==> src/rtl/osc_cal_pkg.sv <==
`timescale 1ns/1ps
package osc_cal_pkg;

  typedef enum logic [1:0] {
    CAL_IDLE = 2'd0,
    CAL_RUN  = 2'd1,
    CAL_LOCK = 2'd2,
    CAL_FAIL = 2'd3
  } cal_state_t;

  typedef enum logic [1:0] {
    CMP_EQ   = 2'd0,
    CMP_LOW  = 2'd1,
    CMP_HIGH = 2'd2
  } cmp_res_t;

endpackage

==> src/rtl/ref_prescaler.sv <==
`timescale 1ns/1ps
module ref_prescaler #(
  parameter int DIV = 4
) (
  input  logic clk,
  input  logic rst_n,
  input  logic clr,
  input  logic en,
  input  logic edge_in,
  output logic tick
);

  localparam int DIV_W = (DIV > 2) ? $clog2(DIV) : 1;
  localparam logic [DIV_W-1:0] LAST = DIV_W'(DIV - 1);
  localparam logic [DIV_W-1:0] ONE  = DIV_W'(1);

  logic [DIV_W-1:0] ecnt_q, ecnt_d;
  logic             ecnt_en;

  assign tick    = en & edge_in & (ecnt_q == LAST);
  assign ecnt_en = clr | (en & edge_in);

  always_comb begin
    ecnt_d = ecnt_q;
    if (clr)       ecnt_d = '0;
    else if (tick) ecnt_d = '0;
    else           ecnt_d = ecnt_q + ONE;
  end

  always_ff @(posedge clk or negedge rst_n) begin
    if (!rst_n)       ecnt_q <= '0;
    else if (ecnt_en) ecnt_q <= ecnt_d;
  end

endmodule

==> src/rtl/span_meter.sv <==
`timescale 1ns/1ps
module span_meter #(
  parameter int CNT_W = 16
) (
  input  logic             clk,
  input  logic             rst_n,
  input  logic             clr,
  input  logic             en,
  input  logic             tick,
  output logic             meas_vld,
  output logic [CNT_W-1:0] meas
);

  localparam logic [CNT_W-1:0] ONE = CNT_W'(1);

  logic [CNT_W-1:0] cnt_q, cnt_d;
  logic [CNT_W-1:0] base_q, base_d;
  logic [CNT_W-1:0] meas_q, meas_d;
  logic             vld_q, vld_d;
  logic             cap;
  logic             cnt_en;

  assign cap    = en & tick & ~clr;
  assign cnt_en = clr | en;

  always_comb begin
    cnt_d  = clr ? '0 : cnt_q + ONE;
    base_d = base_q;
    meas_d = meas_q;
    if (clr) begin
      base_d = '0;
    end else if (cap) begin
      base_d = cnt_q;
      meas_d = cnt_q - base_q;
    end
    vld_d = cap;
  end

  always_ff @(posedge clk or negedge rst_n) begin
    if (!rst_n)      cnt_q <= '0;
    else if (cnt_en) cnt_q <= cnt_d;
  end

  always_ff @(posedge clk or negedge rst_n) begin
    if (!rst_n) begin
      base_q <= '0;
      meas_q <= '0;
    end else if (clr | cap) begin
      base_q <= base_d;
      meas_q <= meas_d;
    end
  end

  always_ff @(posedge clk or negedge rst_n) begin
    if (!rst_n) vld_q <= 1'b0;
    else        vld_q <= vld_d;
  end

  assign meas_vld = vld_q;
  assign meas     = meas_q;

endmodule

==> src/rtl/trim_stepper.sv <==
`timescale 1ns/1ps
module trim_stepper
  import osc_cal_pkg::*;
#(
  parameter int TRIM_W   = 8,
  parameter int CNT_W    = 16,
  parameter int MAX_ITER = 64
) (
  input  logic              clk,
  input  logic              rst_n,
  input  logic              start,
  input  logic [TRIM_W-1:0] trim_init,
  input  logic [CNT_W-1:0]  target,
  input  logic              meas_vld,
  input  logic [CNT_W-1:0]  meas,
  output logic              launch,
  output logic [CNT_W-1:0]  tgt_lat,
  output logic [TRIM_W-1:0] trim,
  output logic              busy,
  output logic              done,
  output logic              err
);

  localparam int ITER_W = (MAX_ITER > 1) ? $clog2(MAX_ITER + 1) : 1;
  localparam logic [TRIM_W-1:0] TRIM_TOP = '1;
  localparam logic [TRIM_W-1:0] TRIM_ONE = TRIM_W'(1);
  localparam logic [ITER_W-1:0] ITER_ONE = ITER_W'(1);

  cal_state_t        state_q, state_d;
  logic [TRIM_W-1:0] trim_q, trim_d, trim_step;
  logic [CNT_W-1:0]  tgt_q, tgt_d;
  logic [ITER_W-1:0] iter_q, iter_d;
  logic              first_q, first_d;
  logic              limit_hit;
  logic              judge;
  cmp_res_t          cmp;

  assign launch = start & (state_q != CAL_RUN);
  assign judge  = (state_q == CAL_RUN) & meas_vld & ~first_q;

  always_comb begin
    if (meas == tgt_q)     cmp = CMP_EQ;
    else if (meas < tgt_q) cmp = CMP_LOW;
    else                   cmp = CMP_HIGH;
  end

  always_comb begin
    trim_step = trim_q;
    unique case (cmp)
      CMP_LOW:  if (trim_q != TRIM_TOP) trim_step = trim_q + TRIM_ONE;
      CMP_HIGH: if (trim_q != '0)       trim_step = trim_q - TRIM_ONE;
      default:  trim_step = trim_q;
    endcase
  end

  generate
    if (MAX_ITER > 0) begin : g_limit
      localparam logic [ITER_W-1:0] ITER_LAST = ITER_W'(MAX_ITER - 1);
      assign limit_hit = (iter_q == ITER_LAST);
    end else begin : g_nolimit
      assign limit_hit = 1'b0;
    end
  endgenerate

  always_comb begin
    state_d = state_q;
    trim_d  = trim_q;
    tgt_d   = tgt_q;
    iter_d  = iter_q;
    first_d = first_q;
    if (launch) begin
      state_d = CAL_RUN;
      trim_d  = trim_init;
      tgt_d   = target;
      iter_d  = '0;
      first_d = 1'b1;
    end else if ((state_q == CAL_RUN) && meas_vld) begin
      if (first_q) begin
        first_d = 1'b0;
      end else if (cmp == CMP_EQ) begin
        state_d = CAL_LOCK;
      end else begin
        trim_d = trim_step;
        iter_d = iter_q + ITER_ONE;
        if (limit_hit) state_d = CAL_FAIL;
      end
    end
  end

  always_ff @(posedge clk or negedge rst_n) begin
    if (!rst_n) state_q <= CAL_IDLE;
    else        state_q <= state_d;
  end

  always_ff @(posedge clk or negedge rst_n) begin
    if (!rst_n) begin
      trim_q  <= '0;
      tgt_q   <= '0;
      iter_q  <= '0;
      first_q <= 1'b0;
    end else if (launch | judge | meas_vld) begin
      trim_q  <= trim_d;
      tgt_q   <= tgt_d;
      iter_q  <= iter_d;
      first_q <= first_d;
    end
  end

  assign tgt_lat = tgt_q;
  assign trim    = trim_q;
  assign busy    = (state_q == CAL_RUN);
  assign done    = (state_q == CAL_LOCK);
  assign err     = (state_q == CAL_FAIL);

endmodule

==> src/rtl/osc_trim_cal.sv <==
`timescale 1ns/1ps
module osc_trim_cal #(
  parameter int TRIM_W   = 8,
  parameter int CNT_W    = 16,
  parameter int REF_DIV  = 4,
  parameter int MAX_ITER = 64
) (
  input  logic              clk,
  input  logic              rst_n,
  input  logic              start,
  input  logic              ref_edge,
  input  logic [CNT_W-1:0]  target,
  input  logic [TRIM_W-1:0] trim_init,
  output logic [TRIM_W-1:0] trim,
  output logic              busy,
  output logic              done,
  output logic              err
);

  logic             launch;
  logic             win_tick;
  logic             meas_vld;
  logic [CNT_W-1:0] meas_cnt;
  logic [CNT_W-1:0] tgt_lat;

  ref_prescaler #(
    .DIV (REF_DIV)
  ) u_presc (
    .clk     (clk),
    .rst_n   (rst_n),
    .clr     (launch),
    .en      (busy),
    .edge_in (ref_edge),
    .tick    (win_tick)
  );

  span_meter #(
    .CNT_W (CNT_W)
  ) u_meter (
    .clk      (clk),
    .rst_n    (rst_n),
    .clr      (launch),
    .en       (busy),
    .tick     (win_tick),
    .meas_vld (meas_vld),
    .meas     (meas_cnt)
  );

  trim_stepper #(
    .TRIM_W   (TRIM_W),
    .CNT_W    (CNT_W),
    .MAX_ITER (MAX_ITER)
  ) u_step (
    .clk       (clk),
    .rst_n     (rst_n),
    .start     (start),
    .trim_init (trim_init),
    .target    (target),
    .meas_vld  (meas_vld),
    .meas      (meas_cnt),
    .launch    (launch),
    .tgt_lat   (tgt_lat),
    .trim      (trim),
    .busy      (busy),
    .done      (done),
    .err       (err)
  );

endmodule

==> config.mk <==
export PLATFORM = sky130hd
export DESIGN_NAME = osc_trim_cal
export DESIGN_NICKNAME = d
export VERILOG_FILES = /design/src/rtl/osc_cal_pkg.sv /design/src/rtl/ref_prescaler.sv /design/src/rtl/span_meter.sv /design/src/rtl/trim_stepper.sv /design/src/rtl/osc_trim_cal.sv
export SDC_FILE = /design/constraint.sdc
export NUM_CORES = 1
export LEC_CHECK = 0
export ABC_AREA = 1
export ABC_CLOCK_PERIOD_IN_PS = 4420
export BUFFER_PORTS_ARGS = -buffer_cell sky130_fd_sc_hd__buf_2
export CAP_MARGIN = 30
export CORE_ASPECT_RATIO = 1.75
export CORE_MARGIN = 10
export CORE_UTILIZATION = 35
export DETAILED_ROUTE_END_ITERATION = 7
export GPL_ROUTABILITY_DRIVEN = 0
export GPL_TIMING_DRIVEN = 0
export PLACE_DENSITY = 0.58
export SYNTH_ARGS = -nofsm -noshare
export SYNTH_HDL_FRONTEND = slang
export SYNTH_SLANG_ARGS = --single-unit
==> constraint.sdc <==
create_clock -name clk -period 4.42 [get_ports clk]
set_input_delay 0.884 -clock clk [delete_from_list [all_inputs] [get_ports clk]]
set_output_delay 0.884 -clock clk [all_outputs]
set_load 0.02 [all_outputs]
Word-level counts from Yosys, hierarchy flattened. Cells that the tools add are included.

Flip-flop bits (word level): 85. Latch bits: 0. Memory bits (writable): 0. ROM bits: 0. Input bits: 28. Output and inout bits: 11. Logic and storage cells: 84. Memories: 0.

Add/subtract/negate cells: 6. $mul: 0. Div/mod/pow operators: 0. $lt $le $gt $ge: 1. Equality and inequality tests: 14. Shifts and indexed selects: 0. Multiplexer cells: 25. Bitwise gates (word level): 14. Reduce and logical (&&, ||, !) cells: 14.

Operators with widths (count): 16-bit two-way mux (3); 8-bit two-way mux (6); 7-bit two-way mux (4); 2-bit two-way mux (9); 16-bit by 1-bit adder with 16-bit output (second input constant) (1); 16-bit equality test (1); 16-bit < comparator (1); 8-bit case mux with 2 select lines (1); 16-bit subtractor (1); 8-bit by 1-bit adder with 8-bit output (second input constant) (1); 2-bit equality test (second input constant) (4); 8-bit != test (second input constant) (1); 8-bit nonzero test (1); 8-bit by 1-bit subtractor with 8-bit output (second input constant) (1); 7-bit by 1-bit adder with 7-bit output (second input constant) (1); 1-bit bitwise AND (7); 7-bit by 6-bit equality test with 1-bit output (second input constant) (1); 7-bit AND reduction (1); 3-bit by 2-bit != test with 1-bit output (second input constant) (2); 2-bit AND reduction (3); 3-bit AND reduction (2); 3-bit nonzero test (2); 1-bit OR (5); 2-bit by 1-bit equality test with 1-bit output (second input constant) (2); other kinds (9) (13).

Depth between registers and ports, before layout.
Depth in word-level cells: 9. Gate-level depth with buffers: 24. Depth with buffers taken out: 24.

Modules after synthesis. Synthesis repeated with hierarchy kept, for this count alone.

Cell total of the unflattened synthesis: 716. Area total of the unflattened synthesis: 5422.7 um^2.

Modules (own cells, without submodules): span_meter (instances 1, cells an instance 412, area an instance 2994.1 um^2); trim_stepper (instances 1, cells an instance 289, area an instance 2314.7 um^2); ref_prescaler (instances 1, cells an instance 15, area an instance 113.9 um^2).

Least setup slack after synthesis. Ideal clock, no wire load.

Path kind: reg-to-reg. Start point: register u_meter.meas_q[9], in the netlist u_meter.meas[9]. End point: register u_step.trim_q[6], in the netlist u_step.trim[6]. Setup time: 0.118 ns. Arrival time: 2.489 ns. Data required time: 4.302 ns. Setup slack: 1.813 ns. Stages on the path, launching flop included: 21. Period minus slack after synthesis: 2.607 ns. Path through: dfrtp_1 ha_1 nand2_1 nand2_1 nand3_1 nand2_1 a21oi_1 nand2_1 nand2_1 inv_1 ha_1 a21oi_1 o21ai_0 nand2_1 nand2_1 a21oi_1 nand2_1 nand2_1 o21ai_0 nand2_1 o21ai_2.

Longest elaborated chain between the ends: 9. Elaborated cells between the ends (all ways): 17. Classes of those cells: order compare: 1; eq/ne: 6; mux: 7; reduce/logical: 3.

Ends and longest elaborated chain: start, declared (RTL line span_meter.sv:18) `logic [CNT_W-1:0] meas_q, meas_d;`; start signal, assigned (RTL line span_meter.sv:50) `meas_q <= meas_d;`; 16-bit < comparator (RTL line trim_stepper.sv:43) `else if (meas < tgt_q) cmp = CMP_LOW;`; 2-bit two-way mux (RTL line trim_stepper.sv:43); 2-bit two-way mux (*) (RTL line trim_stepper.sv:42) `if (meas == tgt_q) cmp = CMP_EQ;`; 2-bit equality test or 2-bit by 1-bit equality test with 1-bit output (tied branches) (RTL line trim_stepper.sv:49) `unique case (cmp)`; 8-bit case mux with 2 select lines (RTL line trim_stepper.sv:49); 8-bit two-way mux (RTL line trim_stepper.sv:80) `end else if (cmp == CMP_EQ) begin`; 8-bit two-way mux (RTL line trim_stepper.sv:78) `if (first_q) begin`; 8-bit two-way mux (RTL line trim_stepper.sv:77) `end else if ((state_q == CAL_RUN) && meas_vld) begin`; 8-bit two-way mux (RTL line trim_stepper.sv:71) `if (launch) begin`; end signal, assigned (RTL line trim_stepper.sv:102) `trim_q <= trim_d;`; end, declared (RTL line trim_stepper.sv:30) `logic [TRIM_W-1:0] trim_q, trim_d, trim_step;`.

Mark *: on every way between the ends. The rest lies on a longest branch, timed or not. The select of a mux whose other input is x is not followed. A chain may end at the register's enable or synchronous reset.

Final worst setup path.
Start point: register u_meter.meas_q[15], in the netlist u_meter.meas[15]. End point: register u_step.trim_q[6], in the netlist u_step.trim[6].

Same word-level chain as after synthesis.

==> qor.json <==
{
  "clock_tree_sinks": {"value": 85},
  "clk_pin_slew_worst_paths": {"value": 70, "unit": "ps"},
  "syn_nets": {"value": 713},
  "power.leakage": {"value": 2.99, "unit": "nW"},
  "rsz0062_at_grt": {"value": "no"},
  "globalRouteOverflowTotal": {"value": 0},
  "timing.hold.ws": {"value": 484, "unit": "ps"},
  "post-synth-top-count-cell": {"value": "sky130_fd_sc_hd__nand2_1"},
  "num_antenna_cells": {"value": 0},
  "core_region": {"value": 14400, "unit": "µm²"},
  "cp-endpoint": {"value": "u_step.trim[6]$_DFFE_PN0P_"},
  "floorplan.initialDensity": {"value": 35.7, "unit": "%"},
  "ys.flop_type": {"value": "sky130_fd_sc_hd__dfrtp_1"},
  "synth.top_cells.by_area": {"value": "sky130_fd_sc_hd__dfrtp_1, sky130_fd_sc_hd__nand2_1, sky130_fd_sc_hd__ha_1"},
  "grt_antenna_before_repair": {"value": 0},
  "worst_setup_path_startpoint": {"value": "u_meter.meas[15]$_DFFE_PN0P_"},
  "p_sw_share": {"value": 45.0, "unit": "%"},
  "grt_first_pass_wirelength": {"value": 21700, "unit": "µm"},
  "timing.rr.end": {"value": "u_step.trim[6]$_DFFE_PN0P_"},
  "via_count": {"value": 4327},
  "viasPerCell": {"value": 4.93},
  "timing_worst_setup_path_type": {"value": "flip-flop to flip-flop"},
  "share_of_layout_cells_above_drive_strength_1": {"value": 13.9, "unit": "%"},
  "clk_latency_worst_skew_pair": {"value": 350, "unit": "ps"},
  "clock_tree.root_cell": {"value": "sky130_fd_sc_hd__clkbuf_16"},
  "layout.filler_cells": {"value": 1437},
  "die_area": {"value": 20100, "unit": "µm²"},
  "slew_headroom": {"value": 52.3, "unit": "%"},
  "syn_area_per_cell": {"value": 7.97, "unit": "µm²"},
  "pre_cts_ws": {"value": 1120, "unit": "ps"},
  "fin_ws": {"value": 1130, "unit": "ps"},
  "ys_ff_latch": {"value": 85},
  "ys_types": {"value": 41},
  "grt_use_total": {"value": 13.2, "unit": "%"},
  "via_count_of_the_first_global_routing_pass": {"value": 4532},
  "period_utilization_post_route": {"value": 74.4, "unit": "%"},
  "hold_buffers": {"value": 0},
  "yosysWarningCount": {"value": 0},
  "rrSetupSlack": {"value": 1130, "unit": "ps"},
  "tritoncts.num_buffers": {"value": 9},
  "share_of_synthesized_area_occupied_by_flip_flops_and_latches": {"value": 41.5, "unit": "%"},
  "cp-end-kind": {"value": "flip-flop"},
  "syn_inst": {"value": 643},
  "worst_ep_arrival_time": {"value": 3520, "unit": "ps"},
  "fmax": {"value": 304, "unit": "MHz"},
  "worstPathMaxFanout": {"value": 6},
  "cts_resized": {"value": 0},
  "chipHeight": {"value": 180, "unit": "µm"},
  "worst_ep_required_time": {"value": 4660, "unit": "ps"},
  "die_w": {"value": 111, "unit": "µm"},
  "crit-reg2reg-launch": {"value": "u_meter.meas[15]$_DFFE_PN0P_"},
  "port_buffers": {"value": 38},
  "outcome": {"value": "completed"},
  "area_growth": {"value": 14.5, "unit": "%"},
  "post_cts.repair.setup_buffers": {"value": 0},
  "grt_start_max_net_pins": {"value": 55},
  "cp-start-kind": {"value": "flip-flop"},
  "synth_enable_flop_cells": {"value": 0},
  "post-route-drc-count": {"value": 0},
  "slew_limit_fails": {"value": 0},
  "hold_path_class": {"value": "input port to asynchronous set/reset pin"},
  "synthDominantCellAreaShare": {"value": 41.5, "unit": "%"},
  "comb_power_share": {"value": 51.2, "unit": "%"},
  "worst-r2r-cell-count": {"value": 18},
  "max-vdd-ir-drop": {"value": 0.204, "unit": "mV"},
  "synth_top_cells_by_count": {"value": "sky130_fd_sc_hd__nand2_1, sky130_fd_sc_hd__dfrtp_1, sky130_fd_sc_hd__inv_1"},
  "p_int": {"value": 2.17, "unit": "mW"},
  "p_sw": {"value": 1.78, "unit": "mW"},
  "wl_per_cell": {"value": 14.9, "unit": "µm"},
  "finalPower": {"value": 3.95, "unit": "mW"},
  "p_per_area": {"value": 673, "unit": "nW/µm²"},
  "cts_max_level": {"value": 3},
  "first_pass_iters": {"value": 5},
  "final.min_clock_period": {"value": 3290, "unit": "ps"},
  "max_slew.worst_pin.slew": {"value": 715, "unit": "ps"},
  "top_level_ports": {"value": 39},
  "final_nets": {"value": 763},
  "drt-initial-drc-count": {"value": 201},
  "timing.max_cap.violations": {"value": 0},
  "synthesis.area": {"value": 5130, "unit": "µm²"},
  "fp-row-count": {"value": 58},
  "hold_violations": {"value": 0},
  "clockBufferDepth": {"value": 2},
  "clock_power_share": {"value": 19.5, "unit": "%"},
  "cts_tree": {"value": "yes"},
  "postRouteWirelength": {"value": 13100, "unit": "µm"},
  "ant_nets": {"value": 0},
  "synth.largest_area_cell": {"value": "sky130_fd_sc_hd__dfrtp_1"},
  "clock_skew": {"value": 12.6, "unit": "ps"},
  "setup_violations": {"value": 0},
  "async_reset_ff_share": {"value": 100, "unit": "%"},
  "dp.final_hpwl": {"value": 10600, "unit": "µm"},
  "fin_tns_setup": {"value": 0, "unit": "ps"},
  "seqPwrFrac": {"value": 29.3, "unit": "%"}
}
## logic make-up after synthesis
| group | Yosys count | share of synthesized area (%) |
|---|---|---|
| AOI/OAI and AO/OA | 131 | 14.2 |
| xor gates and xnor gates | 15 | 2.56 |
| buffers and inverters | 105 | 8.15 |
| adders and majority gates | 42 | 10.5 |
| muxes | 2 | 0.415 |
| DFF | 85 | 41.5 |
| and+or+nand+nor | 263 | 22.7 |
## power by group through the flow
stage          Combinational [mW]  Clock (mW)  Sequential (mW)
2_1_floorplan                1.48           0             1.17
3_3_place_gp                 1.97           0             1.16
3_5_place_dp                 2.04           0             1.17
4_1_cts                      2.05       0.786             1.16
5_1_grt                      2.32       0.822             1.19
6_report                     2.02       0.772             1.16
## critical path: stages, from the launching register on
cell	delay, ps
sky130_fd_sc_hd__dfrtp_1	390
sky130_fd_sc_hd__ha_1	320
sky130_fd_sc_hd__a21oi_1	130
sky130_fd_sc_hd__o21ai_0	110
sky130_fd_sc_hd__a21oi_1	300
sky130_fd_sc_hd__nand2_1	160
sky130_fd_sc_hd__nand2_1	190
sky130_fd_sc_hd__inv_1	160
sky130_fd_sc_hd__ha_1	380
sky130_fd_sc_hd__a21oi_1	190
sky130_fd_sc_hd__o21ai_0	200
sky130_fd_sc_hd__nand2_1	100
sky130_fd_sc_hd__nand2_1	60
sky130_fd_sc_hd__a21oi_1	160
sky130_fd_sc_hd__nand2_1	70
sky130_fd_sc_hd__nand2_1	60
sky130_fd_sc_hd__o21ai_0	70
sky130_fd_sc_hd__nand2_1	80
sky130_fd_sc_hd__o21ai_2	50
## final cells by class
class	count	area (µm²)	area share, %
clock inverter	6	70.1	1.19
multi-input combinational	453	2580	44.0
timing repair buffer	39	220	3.75
inverter	91	349	5.95
sequential	85	2130	36.2
clock buffer	10	229	3.90
buffer	14	68.8	1.17
tap	180	225	3.84
## cells in the final DEF (no fill, tap or decap), drive strengths merged, types with 2 or more instances in the layout
cell	n
a21o	4
buf	45
nand4	8
o21ai	74
fa	2
nand2	170
a21oi	42
nand3	33
clkinvlp	3
or2	3
o31ai	4
xor2	9
inv	92
nand3b	2
clkbuf	18
nor3	7
a22oi	2
nor2	39
dfrtp	85
ha	40
xnor2	6
## layer usage
metal / track usage (%) / share of wire [%] / vias up
met2: 25.8 / 56 / 76
met4: 6.20 / 2.9 / 0
met5: 0 / 0 / -
li1: - / - / 2191
met1: 12.8 / 38 / 2040
met3: 2.37 / 2.9 / 20
## flip-flops by register name, summed over array words and instances (netlist names)
name,cells
u_meter.meas_vld,1
u_meter.cnt_q,16
u_presc.ecnt_q,2
u_step.state_q,2
u_step.trim,8
u_meter.base_q,16
u_step.iter_q,7
u_step.first_q,1
u_meter.meas,16
u_step.tgt_lat,16
## metrics by stage
stage | utilization [%] | instances | cell area, µm²
finish | 40.9 | 878 | 5870
CTS | 40.9 | 878 | 5870
global placement | 38.6 | 861 | 5540
detailed placement | 38.8 | 862 | 5570
floorplan | - | 643 | 5130
global route | 40.9 | 878 | 5870
## worst min-delay path by stage
stage / slack (ps) / startpoint / end / cells past startpoint
2_1_floorplan: 450 / u_step.tgt_lat[0]$_DFFE_PN0P_ / u_step.tgt_lat[0]$_DFFE_PN0P_ / 2
3_3_place_gp: 470 / u_meter.base_q[7]$_DFFE_PN0P_ / u_meter.base_q[7]$_DFFE_PN0P_ / 2
3_5_place_dp: 470 / u_meter.meas[14]$_DFFE_PN0P_ / u_meter.meas[14]$_DFFE_PN0P_ / 2
4_1_cts: 490 / rst_n / u_meter.base_q[15]$_DFFE_PN0P_ / 1
5_1_grt: 510 / rst_n / u_meter.meas[15]$_DFFE_PN0P_ / 1
6_report: 480 / rst_n / u_meter.meas[15]$_DFFE_PN0P_ / 1
(Power assumes the default switching activity.)
